<file path="config.mk">
export PLATFORM = sky130hd
export DESIGN_NAME = prio_load_reg
export DESIGN_NICKNAME = d
export VERILOG_FILES = /design/src/rtl/pls_pkg.sv /design/src/rtl/pls_rst_sync.sv /design/src/rtl/pls_scan.sv /design/src/rtl/pls_mux.sv /design/src/rtl/prio_load_reg.sv
export SDC_FILE = /design/constraint.sdc
export NUM_CORES = 1
export LEC_CHECK = 0
export ABC_AREA = 1
export BUFFER_PORTS_ARGS = -buffer_cell sky130_fd_sc_hd__buf_2
export CAP_MARGIN = 0
export CORE_MARGIN = 5
export CORE_UTILIZATION = 38
export DETAILED_ROUTE_END_ITERATION = 6
export HOLD_SLACK_MARGIN = 0.12
export PLACE_DENSITY = 0.79
export SYNTH_ARGS = -nofsm -noshare
export SYNTH_HDL_FRONTEND = slang
export SYNTH_HIERARCHICAL = 1
export SYNTH_SLANG_ARGS = --single-unit
</file>
<file path="constraint.sdc">
create_clock -name clk -period 0.8 [get_ports clk]
set_clock_uncertainty 0.2 [all_clocks]
set_input_delay 0.08 -clock clk [delete_from_list [all_inputs] [get_ports clk]]
set_output_delay 0.08 -clock clk [all_outputs]
set_load 0.05 [all_outputs]
</file>
<file path="src/rtl/pls_pkg.sv">
package pls_pkg;
  localparam int unsigned PLS_DEF_SRC   = 8;
  localparam int unsigned PLS_DEF_WIDTH = 8;
  localparam int unsigned PLS_SYNC_DEPTH = 2;
endpackage

</file>
<file path="src/rtl/pls_rst_sync.sv">
module pls_rst_sync #(
  parameter int unsigned DEPTH = pls_pkg::PLS_SYNC_DEPTH
) (
  input  logic clk,
  input  logic rst_n,
  output logic rst_n_q
);
  logic [DEPTH-1:0] chain_r;

  always_ff @(posedge clk or negedge rst_n) begin
    if (!rst_n) chain_r <= '0;
    else        chain_r <= {chain_r[DEPTH-2:0], 1'b1};
  end

  assign rst_n_q = chain_r[DEPTH-1];
endmodule

</file>
<file path="src/rtl/pls_scan.sv">
module pls_scan #(
  parameter int unsigned N_SRC = pls_pkg::PLS_DEF_SRC
) (
  input  logic [N_SRC-1:0] req,
  output logic [N_SRC-1:0] grant,
  output logic             hit
);
  localparam int TOP = int'(N_SRC) - 1;

  always_comb begin
    grant = '0;
    hit   = 1'b0;
    for (int i = TOP; i >= 0; i--) begin
      if (req[i]) begin
        grant    = '0;
        grant[i] = 1'b1;
        hit      = 1'b1;
      end
    end
  end
endmodule

</file>
<file path="src/rtl/pls_mux.sv">
module pls_mux #(
  parameter int unsigned N_SRC  = pls_pkg::PLS_DEF_SRC,
  parameter int unsigned W_DATA = pls_pkg::PLS_DEF_WIDTH
) (
  input  logic [N_SRC-1:0]        grant,
  input  logic [N_SRC*W_DATA-1:0] words,
  output logic [W_DATA-1:0]       sel
);
  always_comb begin
    sel = '0;
    for (int i = 0; i < int'(N_SRC); i++) begin
      sel = sel | (words[i*W_DATA +: W_DATA] & {W_DATA{grant[i]}});
    end
  end
endmodule

</file>
<file path="src/rtl/prio_load_reg.sv">
module prio_load_reg #(
  parameter int unsigned N_SRC  = pls_pkg::PLS_DEF_SRC,
  parameter int unsigned W_DATA = pls_pkg::PLS_DEF_WIDTH
) (
  input  logic                    clk,
  input  logic                    rst_n,
  input  logic [N_SRC-1:0]        en_i,
  input  logic [N_SRC*W_DATA-1:0] data_i,
  output logic [W_DATA-1:0]       q_o
);
  logic              rst_n_q;
  logic [N_SRC-1:0]  grant_w;
  logic              load_w;
  logic [W_DATA-1:0] d_nxt;
  logic [W_DATA-1:0] q_r;

  pls_rst_sync #(.DEPTH(pls_pkg::PLS_SYNC_DEPTH)) u_rsync (
    .clk(clk), .rst_n(rst_n), .rst_n_q(rst_n_q)
  );

  pls_scan #(.N_SRC(N_SRC)) u_scan (
    .req(en_i), .grant(grant_w), .hit(load_w)
  );

  pls_mux #(.N_SRC(N_SRC), .W_DATA(W_DATA)) u_mux (
    .grant(grant_w), .words(data_i), .sel(d_nxt)
  );

  always_ff @(posedge clk or negedge rst_n_q) begin
    if (!rst_n_q)    q_r <= '0;
    else if (load_w) q_r <= d_nxt;
  end

  assign q_o = q_r;
endmodule

</file>
==> metrics.txt <==
HP Class in -> async; Ys Warns 6; via count 1383; Congestion Overflow GR 0; setup TNS -4.29 ns; Port Buf Inserts 81; Synth cell types 12; total nets after synthesis 272; Power Density 1000 nW/µm²; RR Startpoint q_o[1]; root buffer cell clkbuf_4; Max-Cap Viols 0; CP Capture Type output pin; nets 358; Mapped Cells 198; Synth async-reset ratio 100%; Post-synth EDFFs 0; register area share after synthesis 25.4%; FMAX 891 MHz; Levels on crit path 1; worst path arrival time 0.84 ns; area leader, netlist nand2_1; Final WS setup -0.322 ns; ratio of cells with drive above 1 in the final layout 46.8%; Mapped Avg Cell Area 4.97 µm²; Placer Congestion 0.836; Worst Path Required 0.52 ns; standard-cell rows 18; diode count 0; reg-to-reg setup timing slack -0.16 ns; critical path launch point type flip-flop; Netlist Area Pre-Place 985 µm²; Worst-path clk slew 0.06 ns; initial antenna violation count 0; Pre-antenna DRT Iters 4; first-pass GRT wire length 5240 µm; CTS Buffer Depth 2; post-route ant nets 0; CP top delay family flip-flops; Primary FF master, synth dfrtp_1; CP bufs+invs 1; final wirelength 3480 µm; unrepaired setup endpoints after global routing yes; cell with the most instances after synthesis nand2_1; crit path max fanout 2; most common library cells after synthesis 138 x nand2_1, 27 x nor2_1, 10 x dfrtp_1, 8 x inv_1, 5 x clkbuf_2; Layout area overhead 69.6%; Max Slew Vio Count 0; worst path cell trace buf_6; number of remaining DRC errors 0; dpl cells 305; CTS buffer count 3; min Tclk post-route 1.12 ns; critical path type reg -> out; reg2reg end q_o[1]; CP max-delay cell dfrtp_2; Setup Viol. Count Final 16; largest net degree at the start of global routing 10; starting density of the core 39.7%; leakage dissipation 1.02 nW; register area 260 µm²; full die area 3710 µm²; vias in the first global route 1283; DP HPWL 2740 µm; worst reg2reg path depth 3; Iter 0 DRT Violations 37; worst hold slack -0.0902 ns; failing checks negative hold slack, negative setup slack; post-route cell area 1670 µm²; period utilisation layout 140%; clk sinks 10; share of the synthesized area in the top cell type 52.6%; Avg WL per Cell 11.1 µm; CTS Hold Bufs 1; Final Hold Viols 17; outcome complete, but fails checks; CTS tree built; Core Area 2480 µm²; Total GRT Usage 19.1%; top post-synthesis cells by area nand2_1 53%, dfrtp_1 25%, nor2_1 10%; DR vias/cell 4.43; H-tree levels 1; IO Pins 82; Multi-input gate area 757 µm²; peak per-stage delay on the critical path 0.42 ns; flops & latches, synth 10; Post-Layout Cell Count 312; filler cell count 255; Die Span X 60.9 µm; worst vdd ir 0.00115 V; clock latency on the worst-skew pair 0.27 ns; Post-DP Area 1430 µm²; chip height 60.9 µm
[area by class of cell]
type	instances	share of cell area (%)
Inverter	9	2.17
Multi-Input combinational cell	169	45.3
Timing Repair Buffer	91	33.3
Clock buffer	3	1.35
Sequential cell	10	15.6
Tap cell	30	2.25
[logic make-up after synthesis]
group / share of synthesized area [%]
AND/OR/NAND/NOR: 64.8
buffers and inverters: 9.40
flip-flops: 25.4
other: 0.381
[layout by cell type (no fill, tap or decap), drive strengths merged]
cell type / count
dlygate4sd3: 1
dfrtp: 10
inv: 9
conb: 1
nor2: 29
nand2: 139
buf: 90
clkbuf: 3
[stage by stage]
step	worst slack (ns)	power, mW	util (%)
after floorplan	-0.222	0.916	-
after global placement	-0.603	1.18	57.9
after detailed placement	-0.640	1.19	57.9
after CTS	-0.323	1.64	64.0
after global routing	-0.350	1.78	67.4
final	-0.322	1.67	67.4
[power breakdown]
| group | total (mW) | leakage, nW | internal, mW | switching [mW] |
|---|---|---|---|---|
| logic | 0.726 | 0.893 | 0.332 | 0.394 |
| clock network | 0.348 | 0.0138 | 0.174 | 0.174 |
| registers | 0.600 | 0.111 | 0.560 | 0.0398 |
| total | 1.67 | 1.02 | 1.07 | 0.608 |
[layer usage]
metal  GRT usage (%)  routed length (µm)
met1            22.3                1290
met2            34.7                1830
met3            3.83                 324
met4            6.50                  37
met5               0                   0
[registers in the layout, summed over array words and instances (netlist names)]
signal and flops:
u_rsync/chain_r 2, q_o 8
[worst max-delay path by stage]
stage / endpoint / slack [ns] / from
after floorplan: q_o[0] / -0.22 / en_i[2]
after global placement: q_o[1] / -0.60 / en_i[0]
after detailed placement: q_o[1] / -0.64 / en_i[0]
after CTS: q_o[5] / -0.32 / q_o[5]
after global routing: q_o[5] / -0.35 / q_o[5]
final: q_o[5] / -0.32 / q_o[5]
[repair_timing]
| item | in CTS | in global routing |
|---|---|---|
| resized for setup | 32 | 25 |
| pin swaps | 11 | 30 |
| setup endpoints to repair | 16 | 16 |
| buffers inserted | 1 | 2 |
| endpoints found under the hold margin | 18 | 18 |
Power figures use the tool's default switching activity.
